File: src/rtl/pipe_hazard_ctl.sv
module pipe_hazard_ctl #(
  parameter int RW = 5,
  parameter int DW = 32
) (
  input  logic          clk,
  input  logic          rst_n,
  input  logic          byp_en,
  input  logic          id_vld,
  input  logic [2:0]    id_cls,
  input  logic [RW-1:0] id_src1,
  input  logic [RW-1:0] id_src2,
  input  logic [RW-1:0] id_dst,
  input  logic [DW-1:0] cmp_a,
  input  logic [DW-1:0] cmp_b,
  output logic          stall,
  output logic          bubble,
  output logic          flush,
  output logic          br_taken,
  output logic [1:0]    fwd_a,
  output logic [1:0]    fwd_b,
  output logic          cmp_fwd_a,
  output logic          cmp_fwd_b
);
  localparam logic [2:0] K_ALU = 3'd1;
  localparam logic [2:0] K_LD  = 3'd2;
  localparam logic [2:0] K_ST  = 3'd3;
  localparam logic [2:0] K_BEQ = 3'd4;
  localparam logic [2:0] K_BNE = 3'd5;
  localparam logic [RW-1:0] RZ = '0;

  function automatic logic hit(input logic [RW-1:0] s, input logic [RW-1:0] d);
    return (s != RZ) && (s == d);
  endfunction

  logic [RW-1:0] ex_dst, ex_s1, ex_s2, mem_dst, wb_dst;
  logic          ex_ld, mem_ld;

  wire is_alu = id_vld && id_cls == K_ALU;
  wire is_ld  = id_vld && id_cls == K_LD;
  wire is_st  = id_vld && id_cls == K_ST;
  wire is_beq = id_vld && id_cls == K_BEQ;
  wire is_bne = id_vld && id_cls == K_BNE;
  wire is_br  = is_beq || is_bne;

  wire [RW-1:0] s1 = (is_alu || is_ld || is_st || is_br) ? id_src1 : RZ;
  wire [RW-1:0] s2 = (is_alu || is_st || is_br) ? id_src2 : RZ;
  wire [RW-1:0] dw = (is_alu || is_ld) ? id_dst : RZ;

  wire hz_ex  = hit(s1, ex_dst)  || hit(s2, ex_dst);
  wire hz_mem = hit(s1, mem_dst) || hit(s2, mem_dst);

  wire stall_byp = is_br ? (hz_ex || (mem_ld && hz_mem)) : (ex_ld && hz_ex);
  assign stall  = byp_en ? stall_byp : (hz_ex || hz_mem);
  assign bubble = stall;

  wire same = ~|(cmp_a ^ cmp_b);
  assign br_taken = !stall && ((is_beq && same) || (is_bne && !same));
  assign flush    = br_taken;

  assign cmp_fwd_a = byp_en && is_br && !mem_ld && hit(s1, mem_dst);
  assign cmp_fwd_b = byp_en && is_br && !mem_ld && hit(s2, mem_dst);

  function automatic logic [1:0] pick(input logic [RW-1:0] s, input logic en,
                                      input logic [RW-1:0] m, input logic [RW-1:0] w);
    if (!en)         return 2'b00;
    else if (hit(s, m)) return 2'b10;
    else if (hit(s, w)) return 2'b01;
    else             return 2'b00;
  endfunction

  assign fwd_a = pick(ex_s1, byp_en, mem_dst, wb_dst);
  assign fwd_b = pick(ex_s2, byp_en, mem_dst, wb_dst);

  always_ff @(posedge clk) begin
    if (!rst_n) begin
      ex_dst <= RZ; ex_s1 <= RZ; ex_s2 <= RZ; ex_ld <= 1'b0;
      mem_dst <= RZ; mem_ld <= 1'b0; wb_dst <= RZ;
    end else begin
      ex_dst  <= stall ? RZ : dw;
      ex_s1   <= stall ? RZ : s1;
      ex_s2   <= stall ? RZ : s2;
      ex_ld   <= !stall && is_ld;
      mem_dst <= ex_dst;
      mem_ld  <= ex_ld;
      wb_dst  <= mem_dst;
    end
  end

  logic [1:0] stall_run;
  always_ff @(posedge clk) begin
    if (!rst_n)     stall_run <= 2'd0;
    else if (!stall) stall_run <= 2'd0;
    else if (stall_run != 2'd3) stall_run <= stall_run + 2'd1;
  end


  stall_len_chk: assert property (@(posedge clk) disable iff (!rst_n)
    stall_run == 2'd2 |-> !stall);


  fwd_after_bubble_chk: assert property (@(posedge clk) disable iff (!rst_n)
    (fwd_a != 2'b00 || fwd_b != 2'b00) |-> !$past(stall));


  nobyp_sel_chk: assert property (@(posedge clk) disable iff (!rst_n)
    !byp_en |-> (fwd_a == 2'b00 && fwd_b == 2'b00 && !cmp_fwd_a && !cmp_fwd_b));


  zero_cmp_chk: assert property (@(posedge clk) disable iff (!rst_n)
    (cmp_fwd_a |-> id_src1 != RZ) and (cmp_fwd_b |-> id_src2 != RZ));


  taken_kind_chk: assert property (@(posedge clk) disable iff (!rst_n)
    br_taken |-> (id_vld && (id_cls == K_BEQ || id_cls == K_BNE)));
endmodule

File: config.mk
export PLATFORM = sky130hd
export DESIGN_NAME = pipe_hazard_ctl
export DESIGN_NICKNAME = d
export VERILOG_FILES = /design/src/rtl/pipe_hazard_ctl.sv
export SDC_FILE = /design/constraint.sdc
export NUM_CORES = 1
export LEC_CHECK = 0
export ABC_AREA = 1
export CAP_MARGIN = 20
export CORE_MARGIN = 1.5
export CORE_UTILIZATION = 39
export CTS_CLUSTER_SIZE = 20
export DETAILED_ROUTE_END_ITERATION = 10
export PLACE_DENSITY = 0.76
export SYNTH_ARGS = -nofsm -noshare
export SYNTH_HDL_FRONTEND = slang
export SYNTH_SLANG_ARGS = --single-unit
File: constraint.sdc
create_clock -name clk -period 5.59 [get_ports clk]
set_clock_uncertainty 0.2 [all_clocks]
set_input_delay 1.677 -clock clk [delete_from_list [all_inputs] [get_ports clk]]
set_output_delay 1.677 -clock clk [all_outputs]
set_load 0.05 [all_outputs]
# [Word-level counts from Yosys, hierarchy flattened]
# Cells that the tools add are included.
[word_totals] in_bits=86 reg_bits=27 output_inout_bits=10 wordCells=77
[op_classes] mux=10 eq_ne=13 n_bitwise=3 n_reduce_logical=44
[ops] op="5-bit equality test" n=8
[ops] op="32-bit OR reduction" n=1
[ops] op="32-bit XOR" n=1
[ops] op="1-bit logical AND" n=23
[ops] op="5-bit nonzero test" n=4
[ops] op="1-bit logical OR" n=11
[ops] op="5-bit 2-to-1 mux" n=2
[ops] op="2-bit 2-to-1 mux" n=4
[ops] op="3-bit by 2-bit equality test with 1-bit output (second input constant)" n=2
[ops] op="3-bit equality test (second input constant)" n=2
[ops] op="1-bit 2-to-1 mux" n=4
[ops] op="3-bit by 1-bit equality test with 1-bit output (second input constant)" n=1
[ops] op="1-bit logical NOT" n=3
[ops] op="3-bit OR reduction" n=1
[ops] op="1-bit NOT" n=2
[ops] op="2-bit OR reduction" n=1

# [Logic depth before layout (Yosys ltp)]
# Gate-level depths: netlist of run 1.
[logic_depth] word_depth=15 depth_mapped=15 depth_no_buf=14

# [Worst setup path before layout of run 1]
# Ideal clock, no wire load.
[synth_path] path_type="in2out" startpoint="in id_cls[2]" endpoint="out flush" required_time_ns=3.713 t_arrival_ns=4.045 stages=15 slack_ns=-0.332 cell_sequence="inv_1 -> nand3_1 -> nand3_2 -> buf_6 -> nand3_1 -> nand2_1 -> inv_1 -> nand2_1 -> nor2_1 -> nand2_1 -> nand2_1 -> nand2_1 -> nand2_1 -> nor2_1 -> buf_4"
[synth_via] elab_chain_cells=15 elab_cells_between_ends=41 classes_between="eq/ne: 9; mux: 4; reduce/logical: 28"
[synth_lines] item="start: declaration" line_no="9" rtl="input logic [2:0] id_cls,"
[synth_lines] item="3-bit by 1-bit equality test with 1-bit output / 3-bit by 2-bit equality test with 1-bit output (equally long branches)" line_no="38, 39"
[synth_lines] item="1-bit logical AND, on equally long branches" line_no="38, 39"
[synth_lines] item="1-bit logical OR (3 in series)" line_no="45" rtl="wire [RW-1:0] s1 = (is_alu || is_ld || is_st || is_br) ? id_src1 : RZ;"
[synth_lines] item="5-bit 2-to-1 mux" line_no="45"
[synth_lines] item="5-bit equality test / 5-bit nonzero test (equally long branches)" line_no="32" rtl="return (s != RZ) && (s == d);"
[synth_lines] item="1-bit logical AND" line_no="32"
[synth_lines] item="1-bit logical OR" line_no="50" rtl="wire hz_mem = hit(s1, mem_dst) || hit(s2, mem_dst);"
[synth_lines] item="1-bit logical AND" line_no="52" rtl="wire stall_byp = is_br ? (hz_ex || (mem_ld && hz_mem)) : (ex_ld && hz_ex);"
[synth_lines] item="1-bit logical OR" line_no="52"
[synth_lines] item="1-bit 2-to-1 mux" line_no="52"
[synth_lines] item="1-bit 2-to-1 mux (*)" line_no="53" rtl="assign stall = byp_en ? stall_byp : (hz_ex || hz_mem);"
[synth_lines] item="named net bubble" line_no="16" rtl="output logic bubble,"
[synth_lines] item="1-bit logical NOT (*)"
[synth_lines] item="1-bit logical AND (*)" line_no="57" rtl="assign br_taken = !stall && ((is_beq && same) || (is_bne && !same));"
[synth_lines] item="end: declaration" line_no="17" rtl="output logic flush,"
# Mark *: on every way through the listed nets, which the timed path passes. The rest lies on a longest branch.

# [Worst setup path in the final report of run 1]
[layout_path] startpoint="in cmp_a[13]" endpoint="out flush"
[layout_via] elab_chain_cells=6 elab_cells_between_ends=7 classes_between="bitwise: 1; reduce/logical: 6"
[layout_lines] item="start: declaration" line_no="13" rtl="input logic [DW-1:0] cmp_a,"
[layout_lines] item="32-bit XOR (*)" line_no="56" rtl="wire same = ~|(cmp_a ^ cmp_b);"
[layout_lines] item="32-bit OR reduction (*)" line_no="56"
[layout_lines] item="1-bit logical NOT" line_no="56"
[layout_lines] item="1-bit logical AND" line_no="57"
[layout_lines] item="1-bit logical OR (*)" line_no="57"
[layout_lines] item="1-bit logical AND (*)" line_no="57"
# Mark *: on every way between the ends. The rest lies on a longest branch, timed or not.

==> results.toml, run 1 <==
[outcome]
status = "complete, no violations"

[finish]
syn_to_final_growth_pct = 61.6
multi_input_comb_area_sq_um = 1380
finalNetCount = 548
utilization = 0.665
final_layout_size_suffix_gt1_frac = 0.126
antenna-diode-count = 0
count_of_fill_cells_added_during_filler_insertion = 462
ff_latch_area_sq_um = 541

[critical_path]
crit_path_frequent_cell = "sky130_fd_sc_hd__nand2_1"
critical_path_class = "input port to output pin"
cp_slowest_stage_delay_ns = 0.47
r2r-end = "ex_s1[3]$_SDFF_PP0_"
timing.critical_path.cells = "clkdlybuf4s50_1, xnor2_1, nand3_1, nor3_1, nand2_1, nor3_1, nand2_1, nand2_1, o21ai_0, nor2_4, buf_12"
critical_path_arrival_ns = 3.52
critical_path.max_fanout = 2
timing.critical_path.to_type = "output pin"
crit_slowest_cell = "sky130_fd_sc_hd__clkdlybuf4s50_1"
worst_setup_path_startpoint = "cmp_a[13]"
r2r.worst_path.cells = 11
critical_path.reg2reg.startpoint = "mem_dst[0]$_SDFF_PN0_"
worst_setup_path_start_kind = "input port"
rrSetupSlack_ns = 3.76
cp_data_required_time_ns = 3.71

[global_routing]
groute.usage.overall = 0.225
grt_start_max_net_pins = 17
met2_track_demand_over_resource_in_global_routing = 0.417
gr-total-overflow = 0
gr-usage-met3 = 0.0298
first_global_vias = 2446
top_usage_layer = "met2"
grt_first_pass_wirelength_mm = 10.8
grt_use_met1 = 0.267
antenna_found_initial = 0

[cts]
numClockSinks = 27
clock_latency_ns = 0.28
clock_tree.root_cell = "sky130_fd_sc_hd__clkbuf_8"
cts_tree = "done"
max-clock-path-buffers = 2
cts.htree.levels = 1
cts_hold_buf = 0
cts_made_buffers = 3
path_clk_slew_ns = 0.09

[pwr]
power.share.sequential = 0.370
vdd.ir_drop.worst_mv = 0.144
power.combinational.fraction = 0.422
power.switching_uw = 175
switching_share = 0.322
static-leakage-power_nw = 1.64
power_density_nw_per_um2 = 158
clock_power_share = 0.207
power_report.internal_total_uw = 369

[routing]
first_pass_iters = 4
initialDrtViolationCount = 148
via_count = 2526
vias_per_cell = 4.76
total_detailed_routing_wirelength_mm = 6.44
avgRoutedWirePerCell_microns = 12.1
antenna_left = 0
drc = 0

[min_path]
hp-start = "ex_ld$_SDFF_PN0_"
hold_end = "mem_ld$_SDFF_PN0_"
worst_hold_path_type = "register to register"
hold_depth = 2

[sta]
maxSlewHeadroom = 0.614
finalCritPeriodShare = 0.966
report.final.hold_viol_count = 0
worstMarginPinSlew_ns = 0.577
setup_slack_ns = 0.192
finalSetupViolations = 0
report.final.slew_viol_count = 0
max_freq_ghz = 0.185
period_needed_ns = 5.40
grt_setup_unrepaired = "false"

[synth]
synth.yosys.seq_area_share = 0.254
yosysWarnings = 0
synth.cell_area_sq_um = 2130
synth.top_cells.by_area = "sky130_fd_sc_hd__dfxtp_1, sky130_fd_sc_hd__nand2_1, sky130_fd_sc_hd__inv_1, sky130_fd_sc_hd__nand3_1, sky130_fd_sc_hd__xor2_1"
synth_register_bits = 27
ys_top_cells_by_count = "sky130_fd_sc_hd__nand2_1, sky130_fd_sc_hd__inv_1, sky130_fd_sc_hd__nor2_1"
synth.avg_cell_area_sq_um = 6.05
post-synth-top-area-fraction = 0.254
netlist.top_cell.by_area = "sky130_fd_sc_hd__dfxtp_1"
post_synth_inst_count = 352
synthMostInstantiatedCell = "sky130_fd_sc_hd__nand2_1"
yosys.cell_types.count = 29
postSynthNetCount = 438
synth_edf_count = 0
yosys_most_used_dff = "sky130_fd_sc_hd__dfxtp_1"
synth_async_sr_flop_share = 0

[placement]
dp.final_hpwl_mm = 5.40
port_buffers = 95
post-place-ws_ns = -0.129
gp_weighted_congestion = 0.888

[floorplanning]
floorplan.core_area_sq_um = 5170
die_area_sq_um = 5910
vertical_die_dimension_microns = 76.9
die_x_microns = 76.9
top_level_ports = 96
initial_core_utilization = 0.411
placement_rows = 26

[flow_run]
maxCapViolations = 0
==> how the worst max path moves through the flow <==
stage                   to  slack [ns]
global route        bubble        0.03
floorplan            flush        0.09
detailed placement  bubble       -0.13
finish               flush        0.19
CTS                 bubble       0.001
global placement    bubble       -0.05
==> cell usage in the layout (no fill, tap or decap), types with 4 or more instances in the layout <==
cell type	instances
sky130_fd_sc_hd__o21ai_0	4
sky130_fd_sc_hd__buf_4	17
sky130_fd_sc_hd__clkdlybuf4s50_1	83
sky130_fd_sc_hd__nor2_1	40
sky130_fd_sc_hd__xor2_1	18
sky130_fd_sc_hd__nand4_1	7
sky130_fd_sc_hd__xnor2_1	13
sky130_fd_sc_hd__dfxtp_1	27
sky130_fd_sc_hd__nand3_1	31
sky130_fd_sc_hd__nor4_1	4
sky130_fd_sc_hd__nor3_1	4
sky130_fd_sc_hd__or2_2	11
sky130_fd_sc_hd__buf_12	7
sky130_fd_sc_hd__nand2_1	91
sky130_fd_sc_hd__nand3_4	4
sky130_fd_sc_hd__nand2_2	7
sky130_fd_sc_hd__inv_1	62
==> what timing repair did <==
action,CTS,global route
setup buffers,1,2
setup endpoints to repair,5,6
pin swaps,2,5
gates resized for setup,6,14
gates cloned,1,1
hold endpoints to repair,0,0
==> sequential cells by signal (all words and copies together), names as in the netlist <==
register	cells
wb_dst	5
mem_ld	1
ex_s1	5
ex_dst	5
ex_s2	5
ex_ld	1
mem_dst	5
==> layer usage <==
metal	vias up	wire, microns
met1	1148	2680
met2	58	3400
met4	0	110
li1	1309	-
met5	-	0
met3	11	252
==> worst max-delay path, delay by kind of cell <==
family | cells | cell delay [ns]
buffers and inverters | 2 | 0.63
AOI/OAI and AO/OA | 1 | 0.14
xor gates and xnor gates | 1 | 0.12
and+or+nand+nor | 7 | 0.96
==> cell type report <==
class	count	area share
multi-input combinational	255	0.400
timing repair buffer	111	0.333
sequential	27	0.157
inverter	64	0.0699
tap	70	0.0255
clock buffer	3	0.0120
clock inverter	1	0.00218
==> through the flow <==
step	total power [mW]	cells	cell area (sq um)	setup TNS [ns]	hold slack (ns)
finish	0.544	531	3440	0	0.228
global route	0.578	531	3440	0	0.245
CTS	0.539	528	3370	0	0.231
detailed placement	0.425	522	3280	-0.505	0.218
global placement	0.421	522	3280	-0.142	0.214
floorplan	0.313	352	2140	0	0.207
==> cells by family (layout without fill, tap and decap cells) <==
group                  Yosys count  after routing  share of synthesized area
AO/OA/AOI/OAI                   17             17                     0.0523
XOR/XNOR                        31             31                      0.128
AND/OR/NAND/NOR                205            207                      0.425
buffers and inverters           72            179                      0.141
flip-flops                      27             27                      0.254
==> power groups by stage <==
stage | sequential, mW | combinational [mW] | clock [mW]
after floorplan | 0.204 | 0.108 | 0
after global routing | 0.202 | 0.251 | 0.125
final | 0.202 | 0.230 | 0.113
after detailed placement | 0.206 | 0.219 | 0
after CTS | 0.201 | 0.223 | 0.114
after global placement | 0.206 | 0.215 | 0
Note: power is estimated with default switching activity, not from simulation.
==> inputs of run 2 (changes only) <==
Settings changed: ABC_AREA 1 to 0, PLACE_DENSITY 0.76 to 0.78.
==> results.toml, run 2 <==
[routing]
maxUsedRoutingLayer = "met4"
first_pass_iters = 4
initialDrtViolationCount = 78
total_detailed_routing_wirelength_mm = 5.12
met3RoutedLength_microns = 201
met2WireLength_mm = 2.73
avgRoutedWirePerCell_microns = 13.1
vias_per_cell = 4.67
drc = 0
antenna_left = 0
detail_route.wirelength.met1_mm = 2.14
via_count = 1826

[cts]
path_clk_slew_ns = 0.09
cts_tree = "done"
cts.htree.levels = 1
numClockSinks = 27
clock_tree.root_cell = "sky130_fd_sc_hd__clkbuf_8"
max-clock-path-buffers = 2
clock_latency_ns = 0.27
cts_made_buffers = 3

[sta]
maxSlewHeadroom = 0.418
worstMarginPinSlew_ns = 0.870
final.hold.worst_slack_ns = 0.270
setup_slack_ns = 0.104
report.final.slew_viol_count = 0
max_freq_ghz = 0.182
report.final.hold_viol_count = 0
grt_setup_unrepaired = "false"
period_needed_ns = 5.49
finalSetupViolations = 0
fin_setup_tns_ns = 0
finalCritPeriodShare = 0.981

[finish]
finalNetCount = 411
antenna-diode-count = 0
final_common_cell = "sky130_fd_sc_hd__clkdlybuf4s50_1"
final_design_area_excluding_fillers_sq_um = 3160
count_of_fill_cells_added_during_filler_insertion = 381
multi_input_comb_area_sq_um = 1330
mostFrequentLayoutCells = "sky130_fd_sc_hd__clkdlybuf4s50_1, sky130_fd_sc_hd__xor2_1, sky130_fd_sc_hd__xnor2_1, sky130_fd_sc_hd__dfxtp_1, sky130_fd_sc_hd__buf_4"
syn_to_final_growth_pct = 64.5
ff_latch_area_sq_um = 541
final_layout_size_suffix_gt1_frac = 0.148

[global_routing]
antenna_found_initial = 0
gr-total-overflow = 0
groute.usage.overall = 0.202
grt_start_max_net_pins = 28
first_global_vias = 1827
grt_first_pass_wirelength_mm = 8.40

[synth]
synth_edf_count = 0
post-synth-top-area-fraction = 0.281
yosysWarnings = 0
synth.cell_area_sq_um = 1920
ys_top_cells_by_count = "sky130_fd_sc_hd__xor2_1, sky130_fd_sc_hd__dfxtp_1, sky130_fd_sc_hd__xnor2_1"
netlist.top_cell.by_area = "sky130_fd_sc_hd__dfxtp_1"
synth.yosys.seq_area_share = 0.281
synth_register_bits = 27
yosys.cell_types.count = 29
synthMostInstantiatedCell = "sky130_fd_sc_hd__xor2_1"
yosys_most_used_dff = "sky130_fd_sc_hd__dfxtp_1"
post_synth_inst_count = 215
synth.avg_cell_area_sq_um = 8.94
synth.top_cells.by_area = "sky130_fd_sc_hd__dfxtp_1, sky130_fd_sc_hd__xor2_1, sky130_fd_sc_hd__xnor2_1, sky130_fd_sc_hd__nor2_4, sky130_fd_sc_hd__and2_1"
postSynthNetCount = 301
synth_async_sr_flop_share = 0

[placement]
gp_weighted_congestion = 0.884
port_buffers = 95
post-place-ws_ns = -0.0401
dp.final_hpwl_mm = 4.41
detailed_place.area_sq_um = 3090

[flow_run]
maxCapViolations = 0

[min_path]
worst_hold_path_type = "register to register"

[critical_path]
worst_setup_path_start_kind = "input port"
critical_path_arrival_ns = 3.61
timing.critical_path.to_type = "output pin"
critical_path_class = "input port to output pin"
cp_data_required_time_ns = 3.71
critical_path.max_fanout = 4

[floorplanning]
die_x_microns = 73.2
die_area_sq_um = 5360
vertical_die_dimension_microns = 73.2
top_level_ports = 96
initial_core_utilization = 0.407
floorplan.core_area_sq_um = 4720
placement_rows = 25

[pwr]
power_density_nw_per_um2 = 148
static-leakage-power_nw = 1.25
power_uw = 470
vdd.ir_drop.worst_mv = 0.107

[outcome]
status = "complete, no violations"
==> run 2: cell count changes after synthesis, sizes merged, moves of 15 or more <==
cell,before,now
and2,0,15
inv,64,1
nand2,99,9
nand3,36,15
nor2,42,19
xor2,18,45
==> run 2: cell families (layout without fill, tap and decap cells) <==
group | after synthesis | after routing | synth area share
xor+xnor | 72 | 72 | 0.328
simple gates | 95 | 95 | 0.299
buf+inv | 11 | 120 | 0.0403
flops | 27 | 27 | 0.281
compound gates | 10 | 10 | 0.0521
==> run 2: worst max-delay path: stages <==
cell	delay (ns)
sky130_fd_sc_hd__clkdlybuf4s50_1	0.47
sky130_fd_sc_hd__or2_4	0.29
sky130_fd_sc_hd__o21a_1	0.19
sky130_fd_sc_hd__o211ai_1	0.16
sky130_fd_sc_hd__a22o_4	0.20
sky130_fd_sc_hd__o311ai_4	0.13
sky130_fd_sc_hd__nor3_4	0.32
sky130_fd_sc_hd__buf_12	0.18
==> run 2: per-layer routing <==
metal	vias up	global-route usage
met1	833	0.245
li1	946	-
met5	-	0
met4	0	0.0419
met2	41	0.365
met3	6	0.0428
==> run 2: path summary, 6_finish.rpt <==
check	from	endpoint	slack [ns]	cells past startpoint
max	id_cls[2]	br_taken	0.10	8
min	ex_ld$_SDFF_PN0_	mem_ld$_SDFF_PN0_	0.27	1
max reg2reg	mem_dst[0]$_SDFF_PN0_	ex_s2[0]$_SDFF_PP0_	3.30	7
min reg2reg	ex_ld$_SDFF_PN0_	mem_ld$_SDFF_PN0_	0.27	1
==> run 2: cell type report <==
class / instances / area share
clock buffers: 3 / 0.0131
clock inverters: 1 / 0.00237
inverters: 1 / 0.00119
multi-input cells: 177 / 0.419
flip-flops and latches: 27 / 0.171
well taps: 67 / 0.0265
repair buffers: 115 / 0.367
==> run 2: repair_timing <==
item / in CTS / in global routing
pin swaps: 5 / 4
resized for setup: 7 / 4
hold buffers: 0 / 0
endpoints found under the setup margin: 4 / 4
setup buffers: 1 / 0
==> run 2: where the power goes <==
part,internal [mW],total [mW],switching [mW],leakage (nW)
clock,0.0505,0.110,0.0595,0.0217
combinational,0.0946,0.158,0.0637,1.01
sequential,0.196,0.201,0.00479,0.219
total,0.341,0.470,0.128,1.25
==> run 2: per-stage QoR <==
stage          utilization  cells
2_1_floorplan            -    215
3_3_place_gp         0.655    386
3_5_place_dp         0.655    386
4_1_cts              0.668    391
5_1_grt              0.670    391
6_report             0.670    391
==> inputs of run 3 (changes only) <==
Settings changed: CTS_BUF_LIST from default to sky130_fd_sc_hd__clkbuf_8 sky130_fd_sc_hd__clkbuf_16.
==> results of run 3 <==
The final DEF is identical to that of run 2; final timing and power are the same.
